[src/rtl/bitrate_pkg.sv]
package bitrate_pkg;

  // Prescale selection, one bit of the setting
  typedef enum logic {
    PRE_BYPASS = 1'b0,
    PRE_DIV8   = 1'b1
  } pre_sel_e;

  localparam int DEF_CD_W   = 16;
  localparam int DEF_BD_W   = 8;
  localparam int DEF_BD_MIN = 4;
  localparam int DEF_PRE    = 8;

endpackage

[src/rtl/bg_cfg.sv]
module bg_cfg
  import bitrate_pkg::*;
#(
  parameter int CD_W   = DEF_CD_W,
  parameter int BD_W   = DEF_BD_W,
  parameter int BD_MIN = DEF_BD_MIN
) (
  input  logic            clk,
  input  logic            rst,
  input  logic            wr,
  input  logic [CD_W-1:0] wr_cd,
  input  logic [BD_W-1:0] wr_bd,
  input  pre_sel_e        wr_pre,
  input  logic            apply,
  output logic [CD_W-1:0] act_cd,
  output logic [BD_W-1:0] act_bd,
  output pre_sel_e        act_pre
);

  logic [CD_W-1:0] pend_cd;
  logic [BD_W-1:0] pend_bd;
  pre_sel_e        pend_pre;
  logic            load;

  // a stopped generator has no wrap to wait for
  assign load = apply || (act_cd == '0);

  always_ff @(posedge clk) begin
    if (rst) begin
      pend_cd  <= '0;
      pend_bd  <= BD_W'(BD_MIN);
      pend_pre <= PRE_BYPASS;
    end else if (wr) begin
      pend_cd  <= wr_cd;
      pend_bd  <= wr_bd;
      pend_pre <= wr_pre;
    end
  end

  always_ff @(posedge clk) begin
    if (rst) begin
      act_cd  <= '0;
      act_bd  <= BD_W'(BD_MIN);
      act_pre <= PRE_BYPASS;
    end else if (load) begin
      act_cd  <= pend_cd;
      act_bd  <= pend_bd;
      act_pre <= pend_pre;
    end
  end

  // a running setting changes only at a wrap
  p_hold_until_wrap_r8: assert property (@(posedge clk) disable iff (rst)
    (!apply && act_cd != '0) |=> ($stable(act_cd) && $stable(act_bd) && $stable(act_pre)));

endmodule

[src/rtl/bg_prescale.sv]
module bg_prescale
  import bitrate_pkg::*;
#(
  parameter int DIV = DEF_PRE
) (
  input  logic     clk,
  input  logic     rst,
  input  logic     run,
  input  pre_sel_e sel,
  input  logic     restart,
  output logic     en
);

  localparam int PW = (DIV > 1) ? $clog2(DIV) : 1;
  localparam logic [PW-1:0] LAST = PW'(DIV - 1);

  logic [PW-1:0] cnt;

  assign en = run && ((sel == PRE_DIV8) ? (cnt == LAST) : 1'b1);

  always_ff @(posedge clk) begin
    if (rst || !run || restart) begin
      cnt <= '0;
    end else if (sel == PRE_DIV8) begin
      cnt <= (cnt == LAST) ? '0 : cnt + 1'b1;
    end else begin
      cnt <= '0;
    end
  end

endmodule

[src/rtl/bg_clkdiv.sv]
module bg_clkdiv #(
  parameter int CD_W = 16
) (
  input  logic            clk,
  input  logic            rst,
  input  logic            en,
  input  logic [CD_W-1:0] div,
  output logic            wrap,
  output logic            stb
);

  logic [CD_W-1:0] cnt;

  assign wrap = en && (div != '0) && (cnt == div - 1'b1);

  always_ff @(posedge clk) begin
    if (rst || div == '0) begin
      cnt <= '0;
    end else if (en) begin
      cnt <= wrap ? '0 : cnt + 1'b1;
    end
  end

  always_ff @(posedge clk) begin
    if (rst) stb <= 1'b0;
    else     stb <= wrap;
  end

  // the count never passes the running divisor
  p_cnt_in_range_r2: assert property (@(posedge clk) disable iff (rst)
    (div != '0) |-> (cnt < div));

  // a zero divisor produces no strobe
  p_off_quiet_r6: assert property (@(posedge clk) disable iff (rst)
    (div == '0) |=> !stb);

endmodule

[src/rtl/bg_bitdiv.sv]
module bg_bitdiv #(
  parameter int BD_W   = 8,
  parameter int BD_MIN = 4
) (
  input  logic            clk,
  input  logic            rst,
  input  logic            run,
  input  logic            step,
  input  logic [BD_W-1:0] bd_raw,
  output logic            tick
);

  logic [BD_W-1:0] eff;
  logic [BD_W-1:0] scnt;
  logic            last;

  // clamp the bit divisor at its minimum
  assign eff  = (bd_raw < BD_W'(BD_MIN)) ? BD_W'(BD_MIN) : bd_raw;
  assign last = (scnt >= eff);

  always_ff @(posedge clk) begin
    if (rst || !run) begin
      scnt <= '0;
    end else if (step) begin
      scnt <= last ? '0 : scnt + 1'b1;
    end
  end

  always_ff @(posedge clk) begin
    if (rst) tick <= 1'b0;
    else     tick <= step && last;
  end

  // a bit never holds fewer than BD_MIN+1 samples
  p_min_samples_r5: assert property (@(posedge clk) disable iff (rst)
    (step && last) |-> (scnt >= BD_W'(BD_MIN)));

endmodule

[src/rtl/bitrate_gen.sv]
module bitrate_gen
  import bitrate_pkg::*;
#(
  parameter int CD_W   = DEF_CD_W,
  parameter int BD_W   = DEF_BD_W,
  parameter int BD_MIN = DEF_BD_MIN,
  parameter int PRE    = DEF_PRE
) (
  input  logic            clk,
  input  logic            rst,
  input  logic            cfg_wr,
  input  logic [CD_W-1:0] cfg_clk_div,
  input  logic [BD_W-1:0] cfg_bit_div,
  input  logic            cfg_pre_sel,
  output logic            sample_stb,
  output logic            bit_tick
);

  logic [CD_W-1:0] act_cd;
  logic [BD_W-1:0] act_bd;
  pre_sel_e        act_pre;
  pre_sel_e        wr_pre;
  logic            run;
  logic            pre_en;
  logic            wrap;

  assign wr_pre = cfg_pre_sel ? PRE_DIV8 : PRE_BYPASS;
  assign run    = (act_cd != '0);

  bg_cfg #(.CD_W(CD_W), .BD_W(BD_W), .BD_MIN(BD_MIN)) u_cfg (
    .clk    (clk),
    .rst    (rst),
    .wr     (cfg_wr),
    .wr_cd  (cfg_clk_div),
    .wr_bd  (cfg_bit_div),
    .wr_pre (wr_pre),
    .apply  (wrap),
    .act_cd (act_cd),
    .act_bd (act_bd),
    .act_pre(act_pre)
  );

  bg_prescale #(.DIV(PRE)) u_pre (
    .clk    (clk),
    .rst    (rst),
    .run    (run),
    .sel    (act_pre),
    .restart(wrap),
    .en     (pre_en)
  );

  bg_clkdiv #(.CD_W(CD_W)) u_cd (
    .clk (clk),
    .rst (rst),
    .en  (pre_en),
    .div (act_cd),
    .wrap(wrap),
    .stb (sample_stb)
  );

  bg_bitdiv #(.BD_W(BD_W), .BD_MIN(BD_MIN)) u_bd (
    .clk   (clk),
    .rst   (rst),
    .run   (run),
    .step  (wrap),
    .bd_raw(act_bd),
    .tick  (bit_tick)
  );

  // a bit tick always rides on a sample strobe
  p_tick_on_stb_r4: assert property (@(posedge clk) disable iff (rst)
    bit_tick |-> sample_stb);

  // with the prescaler in use, strobes are never back to back
  p_pre_spacing_r3: assert property (@(posedge clk) disable iff (rst)
    (sample_stb && act_pre == PRE_DIV8) |=> !sample_stb);

endmodule

[config.mk]
export PLATFORM = sky130hd
export DESIGN_NAME = bitrate_gen
export DESIGN_NICKNAME = d
export VERILOG_FILES = /design/src/rtl/bitrate_pkg.sv /design/src/rtl/bg_cfg.sv /design/src/rtl/bg_prescale.sv /design/src/rtl/bg_clkdiv.sv /design/src/rtl/bg_bitdiv.sv /design/src/rtl/bitrate_gen.sv
export SDC_FILE = /design/constraint.sdc
export NUM_CORES = 1
export LEC_CHECK = 0
export BUFFER_PORTS_ARGS = -buffer_cell sky130_fd_sc_hd__buf_2
export CAP_MARGIN = 20
export CORE_AREA = 2 2 88 124
export CTS_CLUSTER_SIZE = 25
export DETAILED_ROUTE_END_ITERATION = 10
export DIE_AREA = 0 0 90 126
export HOLD_SLACK_MARGIN = 0.1
export PLACE_DENSITY = 0.66
export SYNTH_ARGS = -nofsm -noshare
export SYNTH_HDL_FRONTEND = slang
export SYNTH_SLANG_ARGS = --single-unit
[constraint.sdc]
create_clock -name clk -period 2.7 [get_ports clk]
set_input_delay 0.81 -clock clk [delete_from_list [all_inputs] [get_ports clk]]
set_output_delay 0.81 -clock clk [all_outputs]
set_load 0.02 [all_outputs]
# Word level (Yosys, flattened, before mapping)
# Index checks and enable logic that the tools add are counted.
# op_classes
order_cmp,2
mux,5
n_addsub,4
eq_ne,2
n_bitwise,1
n_reduce_logical,12
# op_table
cell,n
$add 16x1->16 const B,1
$eq 16x16->1,1
$logic_not 16->1,1
$mux 16,1
$mux 8,2
$reduce_bool 16->1,1
$sub 16x1->16 const B,1
$add 8x1->8 const B,1
$ge 8x8->1,1
$lt 8x3->1 const B,1
$logic_and 1x1->1,4
$logic_or 1x1->1,4
$add 3x1->3 const B,1
$eq 3x3->1 const B,1
$reduce_or 3->1,1
$mux 1,2
$logic_not 1->1,1
$not 1->1,1
# totals
out_inout_bits,2
reg_bits,79
elab_cells,37

# Logic depth before layout (Yosys ltp)
# Gate-level depths: netlist of run 1.
# depth
depth_word,7
ltp_mapped,12
depth_no_buf,12

# Hierarchy
# From an unflattened synthesis of run 1, not the netlist that was laid out.
# unflattened
hier_cells,446
hier_area_um2,4240.3
# by_module_without_submodules
module,area_per_inst_um2,n_inst,cells_per_inst,seq_area_each_um2
bg_cfg,2059.5,1,193,1001.0
bg_clkdiv,1346.3,1,164,340.3
bg_bitdiv,671.9,1,71,180.2
bg_prescale,131.4,1,13,60.1
bitrate_gen,31.3,1,5,0.0

# Least setup slack after synthesis of run 1
# Ideal clock, no wire load.
# synth_timing
path_type,register -> register
start,reg u_cfg.act_cd[0]
end,reg u_bd.scnt[7]
path_stages_with_launch,11
setup_time_ns,0.072
arrival_ns,2.596
period_less_slack_ns,2.668
t_required_ns,2.628
setup_slack_ns,0.032
path_cell_list,dfxtp_1 -> inv_1 -> ha_1 -> nor3b_4 -> nand4_1 -> or3_1 -> a31oi_1 -> or2_1 -> nand4_4 -> or4_1 -> a21oi_1
# synth_via
elab_chain_cells,4
word_cells_on_any_way,8
# synth_rtl
item,line,source
from (decl),bg_cfg.sv:15,"output logic [CD_W-1:0] act_cd,"
from (signal assigned),bg_cfg.sv:46,act_cd <= pend_cd;
branches (longest 4 deep; another with $sub 16x1->16),-,
to (signal assigned),bg_bitdiv.sv:25,scnt <= last ? '0 : scnt + 1'b1;
to (decl),bg_bitdiv.sv:14,logic [BD_W-1:0] scnt;
# Several ways; the timed one is not identified.
# A chain may end at the register's enable or synchronous reset.

# Final worst setup path of run 1
# layout_timing
start,reg u_cfg.act_cd[1]
end,reg u_bd.scnt[5]
# The elaborated chain is that of the path after synthesis.

==> PnR_summary.wiki, run 1 <==
{| class="wikitable"
! Metric !! Value
|-
| Status || complete, no violations
|-
| Sequence of cells on the critical path || buf_4, nor4_4, nand4_2, or4_4, o31ai_4, o21ba_4, nand4_4, or4b_4, a21oi_2
|-
| Initial core utilization || 0.391
|-
| Mean instance size in the synthesized netlist || 8.56 µm²
|-
| Detailed-route via count || 3489
|-
| Max stage delay cell, worst path || sky130_fd_sc_hd__or4_4
|-
| Remaining global-route overflow || 0
|-
| Worst slew margin || 0.527
|-
| Summed instance area of the synthesized netlist || between 4000 and 5000 µm²
|-
| Maximum vdd ir drop || approximately 1200 µV
|-
| Final count of hold timing violations || 0
|-
| Clock network latency to the later pin of the worst-skew pair || 0.34 ns
|-
| Number of nets in the layout || about 560
|-
| Utilization of the core after routing || 0.485
|-
| Power density cells || roughly 1500 nW/µm²
|-
| Hold Crit Start || u_pre.cnt[0]$_SDFF_PP0_
|-
| CTS buffer count || 9
|-
| Count of standard-cell rows || 44
|-
| Half-perimeter wire length after placement || approximately 6800 µm
|-
| Final worst-path cycle share || 0.961
|-
| Routed wire per std cell || between 10 and 15 µm
|-
| Ant. Diodes || 0
|-
| Buffers on Ports || 29
|-
| Synthesis warning total || 0
|-
| Clock-pin slew of the registers on the worst-case setup and hold paths || ~0.060 ns
|-
| Height of the die || about 130 µm
|-
| Die boundary width || 90 µm
|-
| CTS root buffer || sky130_fd_sc_hd__clkbuf_16
|-
| Top_reg_cell synth || sky130_fd_sc_hd__dfxtp_1
|-
| Max Root-Sink Buffers || 2
|-
| Post-route setup slack || between 0.1 and 0.15 ns
|-
| Number of flops mapped to enable cells by yosys || 0
|-
| Max frequency || 385 MHz
|-
| Worst setup slack before clock tree synthesis || -0.111 ns
|-
| Routed Wire Length || 9290 µm
|-
| Final Slew Violations || 0
|-
| RSZ-0062 raised after global routing || true
|-
| Fraction of registers with async set/reset || 0
|-
| First-pass GRT wire length || about 16000 µm
|-
| Level count of the clock H-tree || 3
|-
| Total leakage power || between 1.5 and 2 nW
|-
| Clock tree skew after final layout || 0.00669 ns
|-
| Final setup fails || 0
|-
| IO Pins || 30
|-
| Vias per std cell || around 5.3
|-
| Crit path largest cell delay || 0.53 ns
|-
| Worst reg2reg path endpoint || u_bd.scnt[5]$_SDFFE_PP0N_
|-
| Post-synthesis cell count || approximately 470
|-
| Post-Synthesis Net Count || just over 500
|-
| Commonest non-fill, non-tap cells in the layout || sky130_fd_sc_hd__dfxtp_1 (76), sky130_fd_sc_hd__nor2_1 (57), sky130_fd_sc_hd__nand3_1 (37)
|-
| Endpoint arrival time on the critical path || between 2 and 3 ns
|-
| # DRC || 0
|-
| Sequential fraction of the synthesis area || 0.395
|-
| Hold-critical path depth || 1
|-
| Worst Reg2Reg Path Length in Cells || 9
|-
| WS Path Type || flop to flop
|-
| Fraction of final layout cells with drive strength greater than 1 || 0.232
|-
| Slew at the pin with the worst max-slew slack || between 0.7 and 0.8 ns
|-
| Worst hold margin || between 0.4 and 0.5 ns
|-
| Number of distinct standard cells referenced by the synthesized netlist || 60
|-
| Type of element launching the critical path || flop
|-
| Hold Path Class || flop to flop
|-
| Pin count of the biggest net entering global routing || 27
|-
| Max Cap Violations || 0
|-
| Placer's final routability congestion estimate || 0.917
|-
| End point of the most critical hold path || u_pre.cnt[0]$_SDFF_PP0_
|-
| Synth Register Bits || between 70 and 80
|-
| Min Clock Period, post-route || approximately 2.6 ns
|-
| Commonest non-fill, non-tap cell in the layout || sky130_fd_sc_hd__dfxtp_1
|-
| Flop2flop setup slack || 0.11 ns
|-
| DR iter-0 viols || 179
|-
| Die outline area || approximately 11000 µm²
|-
| Floorplan core area || between 10000 and 15000 µm²
|-
| Worst Setup End Kind || flop
|-
| Clock tree from TritonCTS || built
|-
| Power consumption || 7.30 mW
|-
| DRT Pass-1 Iters || 5
|-
| CP Launch Point || u_cfg.act_cd[1]$_SDFFE_PP0P_
|-
| Reg2Reg Launch Point || u_cfg.act_cd[1]$_SDFFE_PP0P_
|-
| CTS sink count || 79
|-
| Area added between synthesis and finish || 23.9%
|-
| Vias in the first global route || approximately 3400
|-
| CP Data Required Time || 2.98 ns
|-
| Post-detailed-route count of antenna-violating nets || 0
|-
| Number of antenna violations at the first check in global routing || 0
|-
| GRT Total Usage || 0.168
|-
| Largest fanout of any net on the critical path || 5
|}
-- per-stage QoR --
step | instances | cell area [µm²] | setup TNS, ns
after floorplan | 468 | 4010 | 0
after global placement | 638 | 4460 | 0
after detailed placement | 638 | 4460 | -0.482
after CTS | 654 | 4740 | 0
after global routing | 664 | 4970 | -0.386
final | 664 | 4970 | 0
-- layer usage --
metal	part of all wire	GRT usage
met5	0	0
met3	0.031	0.0389
met2	0.51	0.289
met4	0.022	0.0724
met1	0.44	0.200
-- power by group --
| group | switching [mW] | leakage [nW] | internal, mW |
|---|---|---|---|
| clock | 0.492 | 0.129 | 0.627 |
| combinational | 2.55 | 1.19 | 2.01 |
| sequential | 0.238 | 0.645 | 1.38 |
| total | 3.28 | 1.96 | 4.02 |
-- registers in the layout (all words and copies together), names as in the netlist --
name	flops
u_pre.cnt	3
u_cfg.act_cd	16
u_bd.scnt	8
u_cfg.pend_cd	16
u_cd.stb	1
u_cfg.pend_pre	1
u_cd.cnt	16
u_cfg.act_pre	1
u_cfg.act_bd	8
u_cfg.pend_bd	8
u_bd.tick	1
-- synth_stat cells (7+ instances only) --
cell,number,share of area
sky130_fd_sc_hd__a21oi_1,39,0.049
sky130_fd_sc_hd__nand3_1,38,0.047
sky130_fd_sc_hd__nor2_1,57,0.053
sky130_fd_sc_hd__inv_1,16,0.015
sky130_fd_sc_hd__mux2i_1,25,0.062
sky130_fd_sc_hd__xnor2_1,16,0.035
sky130_fd_sc_hd__nand2_1,21,0.020
sky130_fd_sc_hd__xor2_1,14,0.031
sky130_fd_sc_hd__nor2b_1,7,0.011
sky130_fd_sc_hd__dfxtp_1,79,0.39
sky130_fd_sc_hd__ha_1,14,0.044
sky130_fd_sc_hd__o21ai_0,38,0.047
sky130_fd_sc_hd__nor3_1,7,0.0087
sky130_fd_sc_hd__clkbuf_1,16,0.015
-- logic make-up (layout without fill, tap and decap cells) --
kind of cell | Yosys count | count (layout) | share of synthesized area
mux | 25 | 25 | 0.0624
fa+ha+maj | 14 | 14 | 0.0437
buf+inv | 40 | 98 | 0.0393
flops | 79 | 79 | 0.395
xor+xnor | 30 | 30 | 0.0656
compound gates | 100 | 100 | 0.148
simple gates | 180 | 180 | 0.246
-- repair_timing --
item                       CTS  global route
setup buffers                0            10
hold buffers                 0             0
setup endpoints to repair   16            53
gates resized for setup      4            34
pin swaps                    1            17
-- area by class of cell --
class,count,area (µm²)
inverter,16,62.6
timing repair buffer,66,459
clock inverter,6,46.3
clock buffer,10,229
fill,1015,5270
sequential,79,1590
tap,138,173
multi-input combinational,349,2410
-- how the worst max path moves through the flow --
stage                                 to  slack, ns  cells after the start
3_3_place_gp   u_bd.scnt[7]$_SDFFE_PP0N_       0.01                     11
5_1_grt        u_bd.scnt[5]$_SDFFE_PP0N_      -0.09                     10
2_1_floorplan  u_bd.scnt[7]$_SDFFE_PP0N_       0.03                     10
3_5_place_dp   u_bd.scnt[5]$_SDFFE_PP0N_      -0.11                     11
6_report       u_bd.scnt[5]$_SDFFE_PP0N_       0.11                      9
4_1_cts        u_bd.scnt[5]$_SDFFE_PP0N_      0.005                     11
-- worst max-delay path, delay by kind of cell (launching register included) --
family,cells,cell delay (ns)
AND/OR/NAND/NOR,5,1.61
AO/OA/AOI/OAI,3,0.41
flip-flops,1,0.36
buffers and inverters,1,0.14
Power figures use the tool's default switching activity.
==> run 2: changes to the inputs <==
- CELL_PAD_IN_SITES_DETAIL_PLACEMENT: unset -> 0
- CELL_PAD_IN_SITES_GLOBAL_PLACEMENT: unset -> 1
- PLACE_DENSITY: 0.66 -> 0.8
==> run 2 against run 1 <==
  * Wire length up 0.85%
  * Total power down 1.2%
  * Combinational power down 2%
  * Cell count unchanged
  * Clock power about the same
  * Maximum frequency down 3.3%
  * Count of clock-buffer cells in the layout up 2
  * Critical path depth up 2
  * Non-clock buffer count unchanged
  * Global-route usage down 0.23 points
  * Via count down 0.57%
  * Clock skew about the same
  * Critical path type unchanged
==> PnR_summary.wiki, run 2 (same netlist as run 1, synthesis figures left out) <==
{| class="wikitable"
! Metric !! Value
|-
| Post-route cell area || 4970 µm² (+0.10%)
|-
| Instance count on the critical path || 11 (+2)
|-
| Placer's final routability congestion estimate || 0.886 (-3.3%)
|-
| CTS buffer count || 9 (unchanged)
|-
| Routed Wire Length || 9370 µm (+0.85%)
|-
| Count of hold-fix buffers inserted at cts || 0 (unchanged)
|-
| # DRC || 0 (unchanged)
|-
| Worst hold margin || 0.460 ns (+0.0312 ns)
|-
| Worst reg2reg path endpoint || u_bd.scnt[5]$_SDFFE_PP0N_
|-
| Worst Setup End Kind || flop
|-
| CTS root buffer || sky130_fd_sc_hd__clkbuf_16
|-
| End point of the most critical hold path || u_pre.cnt[0]$_SDFF_PP0_
|-
| Clock tree from TritonCTS || built
|-
| Floorplan core area || 10200 µm² (unchanged)
|-
| Final Slew Violations || 0 (unchanged)
|-
| Detailed-route via count || 3469 (-0.57%)
|-
| Number of antenna violations at the first check in global routing || 0 (unchanged)
|-
| Cell family contributing the most delay on the critical path || simple AND/OR/NAND/NOR gates
|-
| Buffers on Ports || 29 (unchanged)
|-
| Hold-critical path depth || 1 (unchanged)
|-
| RSZ-0062 raised after global routing || true
|-
| Max stage delay cell, worst path || sky130_fd_sc_hd__or4b_1
|-
| Number of nets in the layout || 563 (unchanged)
|-
| Vias per std cell || 5.22 (-0.57%)
|-
| Worst Reg2Reg Path Length in Cells || 11 (+2)
|-
| DRT Pass-1 Iters || 4 (-1)
|-
| Max frequency || 373 MHz (-3.3%)
|-
| Half-perimeter wire length after placement || 6710 µm (-0.65%)
|-
| Hold Path Class || flop to flop
|-
| Max Cap Violations || 0 (unchanged)
|-
| Commonest non-fill, non-tap cells in the layout || sky130_fd_sc_hd__dfxtp_1 (77), sky130_fd_sc_hd__nor2_1 (56), sky130_fd_sc_hd__nand3_1 (37)
|-
| Cell Area, Placed || 4440 µm² (-0.39%)
|-
| First-pass GRT wire length || 15500 µm (-1.2%)
|-
| Level count of the clock H-tree || 3 (unchanged)
|-
| Max Root-Sink Buffers || 2 (unchanged)
|-
| Flop2flop setup slack || 0.02 ns (-0.09 ns)
|-
| Total leakage power || 1.97 nW (+0.11%)
|-
| Routed wire per std cell || 14.1 µm (+0.85%)
|-
| GRT Total Usage || 0.166 (-0.00233)
|-
| Hold Crit Start || u_pre.cnt[0]$_SDFF_PP0_
|-
| Final count of hold timing violations || 0 (unchanged)
|-
| Post-detailed-route count of antenna-violating nets || 0 (unchanged)
|-
| Status || complete, no violations
|-
| Pin count of the biggest net entering global routing || 27 (unchanged)
|-
| Clock tree skew after final layout || 0.00682 ns (+0.000136 ns)
|-
| Power density cells || 1450 nW/µm² (-1.3%)
|-
| Clock-pin slew of the registers on the worst-case setup and hold paths || 0.06 ns (about the same)
|-
| Maximum vdd ir drop || 1010 µV (-16%)
|-
| WP buf/inv || 2 (+1)
|-
| Reg2Reg Launch Point || u_cfg.act_cd[1]$_SDFFE_PP0P_
|-
| Cell with the most instances on the worst path || sky130_fd_sc_hd__a21oi_1
|-
| Initial core utilization || 0.391 (unchanged)
|-
| Top flop regs || u_cd.cnt: 16 flops, u_cfg.act_cd: 16 flops, u_cfg.pend_cd: 16 flops
|-
| Crit path largest cell delay || 0.49 ns (-0.04 ns)
|-
| Final setup fails || 0 (unchanged)
|-
| Die outline area || 11300 µm² (unchanged)
|-
| Die boundary width || 90 µm (unchanged)
|-
| IO Pins || 30 (unchanged)
|-
| WS Path Type || flop to flop
|-
| Largest fanout of any net on the critical path || 5 (unchanged)
|-
| Height of the die || 126 µm (unchanged)
|-
| Count of standard-cell rows || 44 (unchanged)
|-
| Worst slew margin || 0.517 (-0.0102)
|-
| Area added between synthesis and finish || 24.0%
|-
| Fraction of final layout cells with drive strength greater than 1 || 0.228 (-0.00380)
|-
| CP Data Required Time || 2.97 ns (about the same)
|-
| Endpoint arrival time on the critical path || 2.95 ns (+0.08 ns)
|-
| Remaining global-route overflow || 0 (unchanged)
|-
| Min Clock Period, post-route || 2.68 ns (+0.0894 ns)
|-
| Ant. Diodes || 0 (unchanged)
|-
| Sequence of cells on the critical path || inv_2, ha_4, nor3b_4, buf_4, xor2_1, a21oi_1, o31a_1, nor3_4, nand4_4, or4b_1, a21oi_1
|-
| DR iter-0 viols || 166 (-7.3%)
|-
| Type of element launching the critical path || flop
|-
| Slew at the pin with the worst max-slew slack || 0.725 ns (+0.0153 ns)
|-
| Commonest non-fill, non-tap cell in the layout || sky130_fd_sc_hd__dfxtp_1
|-
| Vias in the first global route || 3305 (-2.4%)
|-
| CTS sink count || 79 (unchanged)
|-
| Clock network latency to the later pin of the worst-skew pair || 0.34 ns (about the same)
|-
| Final worst-path cycle share || 0.994 (+0.0331)
|}
## run 2: layout make-up
type	instances	area [µm²]
Fill cell	1034	5270
Multi-Input combinational cell	349	2410
Sequential cell	79	1580
Timing Repair Buffer	66	463
Clock buffer	12	256
Tap cell	138	173
Inverter	16	60.1
Clock inverter	4	28.8
## run 2: power by group
part,total (mW),switching (mW),internal [mW]
Sequential,1.62,0.236,1.38
Clock,1.14,0.464,0.674
Combinational,4.46,2.57,1.89
Total,7.21,3.27,3.95
## run 2: timing repair
action,in CTS,in global routing
buffers inserted,1,6
resized for setup,4,44
setup endpoints to repair,29,53
cloned,0,2
pin swaps,2,44
## run 2: worst max-delay path by stage
stage,from,end
final,u_cfg.act_cd[1]$_SDFFE_PP0P_,u_bd.scnt[5]$_SDFFE_PP0N_
after global routing,u_cfg.act_cd[1]$_SDFFE_PP0P_,u_cfg.act_cd[9]$_SDFFE_PP0P_
after CTS,u_cfg.act_cd[0]$_SDFFE_PP0P_,u_bd.scnt[7]$_SDFFE_PP0N_
after detailed placement,u_cfg.act_cd[0]$_SDFFE_PP0P_,u_bd.scnt[0]$_SDFFE_PP0N_
after global placement,u_cfg.act_cd[0]$_SDFFE_PP0P_,u_bd.scnt[5]$_SDFFE_PP0N_
after floorplan,u_cfg.act_cd[0]$_SDFFE_PP0P_,u_bd.scnt[7]$_SDFFE_PP0N_
## run 2: stage by stage
stage	total power, mW	utilization	instances	setup WS (ns)	setup TNS (ns)
6_report	7.21	0.485	664	0.0162	0
5_1_grt	7.74	0.485	664	-0.0939	-1.95
4_1_cts	6.75	0.463	656	0.00473	0
3_5_place_dp	5.51	0.433	639	-0.115	-1.13
3_3_place_gp	5.41	0.433	639	0.0208	0
2_1_floorplan	4.31	-	468	0.0318	0
## run 2: layer usage
layer | part of all wire | vias to the layer above | global-route usage
li1 | - | 1763 | -
met1 | 0.43 | 1628 | 0.206
met2 | 0.52 | 68 | 0.286
met3 | 0.033 | 10 | 0.0305
met4 | 0.015 | 0 | 0.0606
met5 | 0 | - | 0
